===== src/rtl/dmod_pkg.sv =====
package dmod_pkg;
  // Per-edge action for all counters of the chain
  typedef enum logic [1:0] {
    ACT_HOLD = 2'd0,
    ACT_STEP = 2'd1,
    ACT_LOAD = 2'd2
  } act_e;
endpackage


===== src/rtl/dmod_ctrl.sv =====
module dmod_ctrl
  import dmod_pkg::*;
(
  input  logic clk,
  input  logic rst_n,
  input  logic pwr_dn,
  input  logic cnt_load,
  input  logic period_end,
  output act_e act,
  output logic fp
);
  logic run_q, run_d;

  // next-state
  always_comb begin
    run_d = run_q;
    act   = ACT_HOLD;
    if (!pwr_dn) begin
      run_d = 1'b1;
      if (!run_q || cnt_load || period_end) begin
        act = ACT_LOAD;
      end else begin
        act = ACT_STEP;
      end
    end
  end

  // register
  always_ff @(posedge clk or negedge rst_n) begin
    if (!rst_n) begin
      run_q <= 1'b0;
    end else begin
      run_q <= run_d;
    end
  end

  assign fp = run_q & ~pwr_dn & ~cnt_load & period_end;


  fp_single_chk: assert property (@(posedge clk) disable iff (!rst_n)
    fp |=> !fp);


  run_start_chk: assert property (@(posedge clk) disable iff (!rst_n)
    (!run_q && !pwr_dn) |=> run_q);
endmodule


===== src/rtl/dmod_prescaler.sv =====
module dmod_prescaler
  import dmod_pkg::*;
#(
  parameter int LO_DIV = 10,
  localparam int PW = $clog2(LO_DIV + 1)
) (
  input  logic clk,
  input  logic rst_n,
  input  act_e act,
  input  logic load_byp,
  input  logic load_hi,
  input  logic run_byp,
  input  logic roll_hi,
  output logic pre_tc
);
  localparam logic [PW-1:0] HI_LD = PW'(LO_DIV);
  localparam logic [PW-1:0] LO_LD = PW'(LO_DIV - 1);

  logic [PW-1:0] pre_q, pre_d;

  // next-state: down-counter reloaded with 10 or 9 at every rollover
  always_comb begin
    pre_d = pre_q;
    unique case (act)
      ACT_LOAD: pre_d = load_byp ? '0 : (load_hi ? HI_LD : LO_LD);
      ACT_STEP: begin
        if (pre_q == '0) begin
          pre_d = run_byp ? '0 : (roll_hi ? HI_LD : LO_LD);
        end else begin
          pre_d = pre_q - PW'(1);
        end
      end
      default:  pre_d = pre_q;
    endcase
  end

  // register
  always_ff @(posedge clk or negedge rst_n) begin
    if (!rst_n) begin
      pre_q <= '0;
    end else begin
      pre_q <= pre_d;
    end
  end

  assign pre_tc = (pre_q == '0);


  pre_freeze_chk: assert property (@(posedge clk) disable iff (!rst_n)
    (act == ACT_HOLD) |=> $stable(pre_q));


  pre_modulus_chk: assert property (@(posedge clk) disable iff (!rst_n)
    (act == ACT_STEP && pre_tc && !run_byp) |=> (pre_q == HI_LD || pre_q == LO_LD));


  pre_bypass_chk: assert property (@(posedge clk) disable iff (!rst_n)
    (act == ACT_STEP && run_byp) |=> pre_tc);
endmodule


===== src/rtl/dmod_swallow.sv =====
module dmod_swallow
  import dmod_pkg::*;
#(
  parameter int M_W = 9,
  parameter int A_W = 4
) (
  input  logic           clk,
  input  logic           rst_n,
  input  act_e           act,
  input  logic           pre_tc,
  input  logic [M_W-1:0] m_val,
  input  logic [A_W-1:0] a_val,
  input  logic           bypass,
  output logic           run_byp,
  output logic           load_hi,
  output logic           roll_hi,
  output logic           period_end,
  output logic           msel
);
  logic [M_W-1:0] m_q, m_d;
  logic [A_W-1:0] a_q, a_d;
  logic           byp_q, byp_d;

  // next-state
  always_comb begin
    m_d   = m_q;
    a_d   = a_q;
    byp_d = byp_q;
    unique case (act)
      ACT_LOAD: begin
        m_d   = m_val;
        a_d   = bypass ? '0 : a_val;
        byp_d = bypass;
      end
      ACT_STEP: begin
        if (pre_tc && (m_q != '0)) begin
          m_d = m_q - M_W'(1);
          if (a_q != '0) begin
            a_d = a_q - A_W'(1);
          end
        end
      end
      default: begin
        m_d = m_q;
      end
    endcase
  end

  // register
  always_ff @(posedge clk or negedge rst_n) begin
    if (!rst_n) begin
      m_q   <= '0;
      a_q   <= '0;
      byp_q <= 1'b0;
    end else begin
      m_q   <= m_d;
      a_q   <= a_d;
      byp_q <= byp_d;
    end
  end

  assign run_byp    = byp_q;
  assign load_hi    = !bypass && (a_val != '0);
  assign roll_hi    = (a_q > A_W'(1));
  assign period_end = pre_tc && (m_q == '0);
  assign msel       = !byp_q && (a_q != '0);


  byp_noswallow_chk: assert property (@(posedge clk) disable iff (!rst_n)
    byp_q |-> (a_q == '0));


  m_step_chk: assert property (@(posedge clk) disable iff (!rst_n)
    (act == ACT_STEP && pre_tc && m_q != '0) |=> (m_q == $past(m_q) - M_W'(1)));


  mode_hold_chk: assert property (@(posedge clk) disable iff (!rst_n)
    (act != ACT_LOAD) |=> $stable(byp_q));
endmodule


===== src/rtl/dmod_fb_divider.sv =====
module dmod_fb_divider
  import dmod_pkg::*;
#(
  parameter int M_W    = 9,
  parameter int A_W    = 4,
  parameter int LO_DIV = 10
) (
  input  logic           clk,
  input  logic           rst_n,
  input  logic [M_W-1:0] m_val,
  input  logic [A_W-1:0] a_val,
  input  logic           bypass,
  input  logic           pwr_dn,
  input  logic           cnt_load,
  output logic           fp,
  output logic           msel
);
  localparam int SYNC_N = 2;

  logic [SYNC_N-1:0] rst_sync_q;
  logic              rst_int_n;

  // asynchronous assert, synchronous release
  always_ff @(posedge clk or negedge rst_n) begin
    if (!rst_n) begin
      rst_sync_q <= '0;
    end else begin
      rst_sync_q <= {rst_sync_q[SYNC_N-2:0], 1'b1};
    end
  end
  assign rst_int_n = rst_sync_q[SYNC_N-1];

  act_e act;
  logic pre_tc, run_byp, load_hi, roll_hi, period_end;

  dmod_ctrl u_ctrl (
    .clk        (clk),
    .rst_n      (rst_int_n),
    .pwr_dn     (pwr_dn),
    .cnt_load   (cnt_load),
    .period_end (period_end),
    .act        (act),
    .fp         (fp)
  );

  dmod_prescaler #(.LO_DIV(LO_DIV)) u_pre (
    .clk      (clk),
    .rst_n    (rst_int_n),
    .act      (act),
    .load_byp (bypass),
    .load_hi  (load_hi),
    .run_byp  (run_byp),
    .roll_hi  (roll_hi),
    .pre_tc   (pre_tc)
  );

  dmod_swallow #(.M_W(M_W), .A_W(A_W)) u_swl (
    .clk        (clk),
    .rst_n      (rst_int_n),
    .act        (act),
    .pre_tc     (pre_tc),
    .m_val      (m_val),
    .a_val      (a_val),
    .bypass     (bypass),
    .run_byp    (run_byp),
    .load_hi    (load_hi),
    .roll_hi    (roll_hi),
    .period_end (period_end),
    .msel       (msel)
  );


  pd_msel_hold_chk: assert property (@(posedge clk) disable iff (!rst_int_n)
    pwr_dn |=> $stable(msel));
endmodule


===== config.mk =====
export PLATFORM = sky130hd
export DESIGN_NAME = dmod_fb_divider
export DESIGN_NICKNAME = d
export VERILOG_FILES = /design/src/rtl/dmod_pkg.sv /design/src/rtl/dmod_ctrl.sv /design/src/rtl/dmod_prescaler.sv /design/src/rtl/dmod_swallow.sv /design/src/rtl/dmod_fb_divider.sv
export SDC_FILE = /design/constraint.sdc
export NUM_CORES = 1
export LEC_CHECK = 0
export BUFFER_PORTS_ARGS = -buffer_cell sky130_fd_sc_hd__buf_4
export CAP_MARGIN = 30
export CORE_MARGIN = 3
export CORE_UTILIZATION = 30
export DETAILED_ROUTE_END_ITERATION = 10
export PLACE_DENSITY = 0.56
export RECOVER_POWER = 25
export SLEW_MARGIN = 0
export SYNTH_ARGS = -nofsm -noshare
export SYNTH_HDL_FRONTEND = slang
export SYNTH_SLANG_ARGS = --single-unit

===== constraint.sdc =====
create_clock -name clk -period 1.8 [get_ports clk]
set_input_delay 0.36 -clock clk [delete_from_list [all_inputs] [get_ports clk]]
set_output_delay 0.36 -clock clk [all_outputs]
set_load 0.01 [all_outputs]

==> summary.md <==
| Metric | Value |
|---|---|
| Peak supply drop | 601 uV |
| Outcome | finished, violations left |
| Fin nets | 238 |
| Router iterations before antenna repair | 4 |
| Leakage power | 0.938 nW |
| Vias | 1392 |
| CTS tree | done |
| Share of power burned in registers | 0.357 |
| Family with the most delay on the worst path | simple AND/OR/NAND/NOR gates |
| Clock root buffer | clkbuf_8 |
| Critical-path top delay cell | dfrtp_1 |
| Clock Sinks | 21 |
| Commonest non-fill, non-tap cell in the layout | buf_4 |
| Comb power frac | 0.484 |
| Routed wire length | 4090 um |
| DRC violations left | 0 |
| Layout fillers | 433 |
| H-tree Lvls | 1 |
| Die X | 74.8 um |
| Setup TNS | -676 ps |
| Hold crit path type | reg2async |
| Initial antenna violation count | 0 |
| Final worst-path cycle share | 1.08 |
| Critical-path cell list | inv_2, ha_4, nor3b_4, buf_6, nand4_1, nor2_1, buf_4 |
| CTS clk-pin slew, worst paths | 80 ps |
| Avg Inst Size Synth | 9.40 um^2 |
| Int Pwr | 1.27 mW |
| Setup crit end kind | primary output |
| Final WS setup | -146 ps |
| Total track usage | 0.152 |
| Ranking of synthesized cells by area | dfrtp_1, ha_1, a21oi_1, mux2i_1, inv_1 |
| CP arrival | 1590 ps |
| CP Class | reg2out |
| CP peak stage delay | 400 ps |
| Main synth FF type | dfrtp_1 |
| N_diodes | 0 |
| Synth unique cells | 49 |
| Cell taking the most area after synthesis | dfrtp_1 |
| CTS max path bufs | 2 |
| Routed len/inst | 15.4 um |
| Vias in the first global route | 1433 |
| Final core utilization | 0.465 |
| Routability cong. | 0.880 |
| EDFF count, synth | 0 |
| Worst setup SP type | register |
| R2r endpoint | u_swl.a_q[3] |
| Die Footprint | 0.00559 mm^2 |
| Final Hold Fails | 0 |
| Max Freq | 514 MHz |
| Crit path max fanout | 2 |
| Max cap viols | 0 |
| Slew @ Worst Pin | 705 ps |
| Sequential-to-total area share from yosys stat | 0.370 |
| Ports | 20 |
| CP bufs+invs | 3 |
| Sw Ratio | 0.366 |
| Syn Nets | 175 |
| RSZ-0062 raised after global routing | true |
| Via density | 5.25 |
| Pin count of the biggest net entering global routing | 14 |
| Global-route wire length before repair | 6510 um |
| Synth Warn # | 0 |
| PD cells | 966 mW/mm^2 |
| Total clock buffers created by CTS | 3 |
| Total power | 2.01 mW |
| Hold slack | 158 ps |
| Grt total ovfl | 0 |
| Slew margin rel. | 0.526 |
| Final HPWL DP | 2970 um |
| Number of synthesized register bits | 21 |
| Reg2reg path depth | 7 |
| Clk pwr share | 0.159 |
| Failing checks | negative setup slack |
| Syn Inst Count | 151 |
| Placement Setup Slack | -118 ps |
| IO Port Bufs | 19 |
| Layout Area Growth over Synthesis | 46.7% |
| Mapped cell area | 0.00142 mm^2 |
| Synth top area share | 0.370 |
| Final setup vio count | 11 |
| Reg2Reg Launch Point | u_swl.m_q[0] |
| Remaining antenna violation count after routing | 0 |
| Core Region | 0.00447 mm^2 |
| Starting Density | 0.317 |
| Layout cell share with drive strength beyond 1 | 0.446 |
| Max-slew violations | 0 |
| DIE HEIGHT | 74.8 um |
| Setup Skew | 3.02 ps |
| Tmin final | 1950 ps |
| DRT iter0 DRCs | 71 |
| Worst-Skew Late Latency | 260 ps |
| Ys async rst share | 1.00 |
| Sw Pwr | 736 uW |
| Required time worst endpoint | 1440 ps |
| Reg2reg setup slack | -120 ps |
| Most frequent cells in the layout | buf_4, dfrtp_1, nand2_1, nor2_1, a21oi_1 |
| FP Rows | 24 |
## timing repair
| item | 4_1_cts | 5_1_grt |
|---|---|---|
| cloned | 0 | 1 |
| setup endpoints to repair | 13 | 19 |
| pin swaps | 4 | 5 |
| hold buffers | 1 | 0 |
| endpoints found under the hold margin | 2 | 0 |
| setup buffers | 7 | 7 |
| gates resized for setup | 17 | 13 |
## stage by stage
step	instances	instance area [um^2]
after floorplan	151	1420
after global placement	246	1820
after detailed placement	246	1820
after CTS	258	1980
after global routing	265	2080
final	265	2080
## cells in the mapped netlist, drive strengths merged (2+ instances only)
master   instances
o32ai            2
inv             13
clkbuf           3
nand3            2
a21o             2
nor3b            5
nand2           12
or2              3
ha               6
dfrtp           21
nor3             4
a21oi           12
a2bb2oi          2
or3b             5
o2bb2ai          2
nor2            10
mux2i            6
a41oi            3
buf              3
nor4             2
a32oi            3
nand2b           6
o21ai            6
nand4            2
## kinds of logic (layout without fill, tap and decap cells)
group / count (synthesis) / count (layout) / share of synthesized area
simple gates: 54 / 54 / 0.224
compound gates: 43 / 43 / 0.241
flops: 21 / 21 / 0.370
buf+inv: 19 / 81 / 0.0591
mux: 7 / 7 / 0.0503
fa+ha+maj: 6 / 6 / 0.0529
other cells: 1 / 1 / 0.00264
## worst max-delay path by stage
stage                               to  cells past startpoint           start
after floorplan           u_swl.a_q[0]                      7  u_pre.pre_q[0]
after global placement    u_swl.a_q[1]                      6          pwr_dn
after detailed placement  u_swl.a_q[1]                      6          pwr_dn
after CTS                           fp                      8  u_pre.pre_q[1]
after global routing                fp                      7    u_swl.m_q[0]
final                               fp                      7    u_swl.m_q[0]
## registers in the layout (all words and copies together) (netlist names)
name           flops
rst_sync_q         2
u_swl.run_byp      1
u_ctrl.run_q       1
u_swl.a_q          4
u_swl.m_q          9
u_pre.pre_q        4
## layer usage
metal,share of wire,global-route usage
met1,0.44,0.200
met2,0.49,0.241
met3,0.044,0.0360
met4,0.030,0.0593
met5,0,0
## cell type report
cell class,count,area [um^2],share of cell area
Clock buffer,3,41.3,0.0198
Clock inverter,1,5.00,0.00240
Inverter,13,48.8,0.0234
Multi-Input combinational cell,111,893,0.429
Sequential cell,21,526,0.252
Tap cell,52,65.1,0.0312
Timing Repair Buffer,64,503,0.242
## worst register-to-register path: cells and delay by family (launching register included)
family | cells | cell delay [ps]
and+or+nand+nor | 2 | 630
adders and majority gates | 1 | 130
buffers and inverters | 2 | 270
DFF | 1 | 400
AOI/OAI and AO/OA | 2 | 410
## power groups by stage
| stage | clock network (mW) | registers (mW) | logic (mW) |
|---|---|---|---|
| floorplan | 0 | 0.685 | 0.457 |
| global placement | 0 | 0.696 | 0.739 |
| detailed placement | 0 | 0.704 | 0.776 |
| CTS | 0.332 | 0.708 | 0.863 |
| global route | 0.352 | 0.736 | 1.08 |
| finish | 0.320 | 0.718 | 0.973 |
No activity file was read; power rests on OpenSTA's default activity.
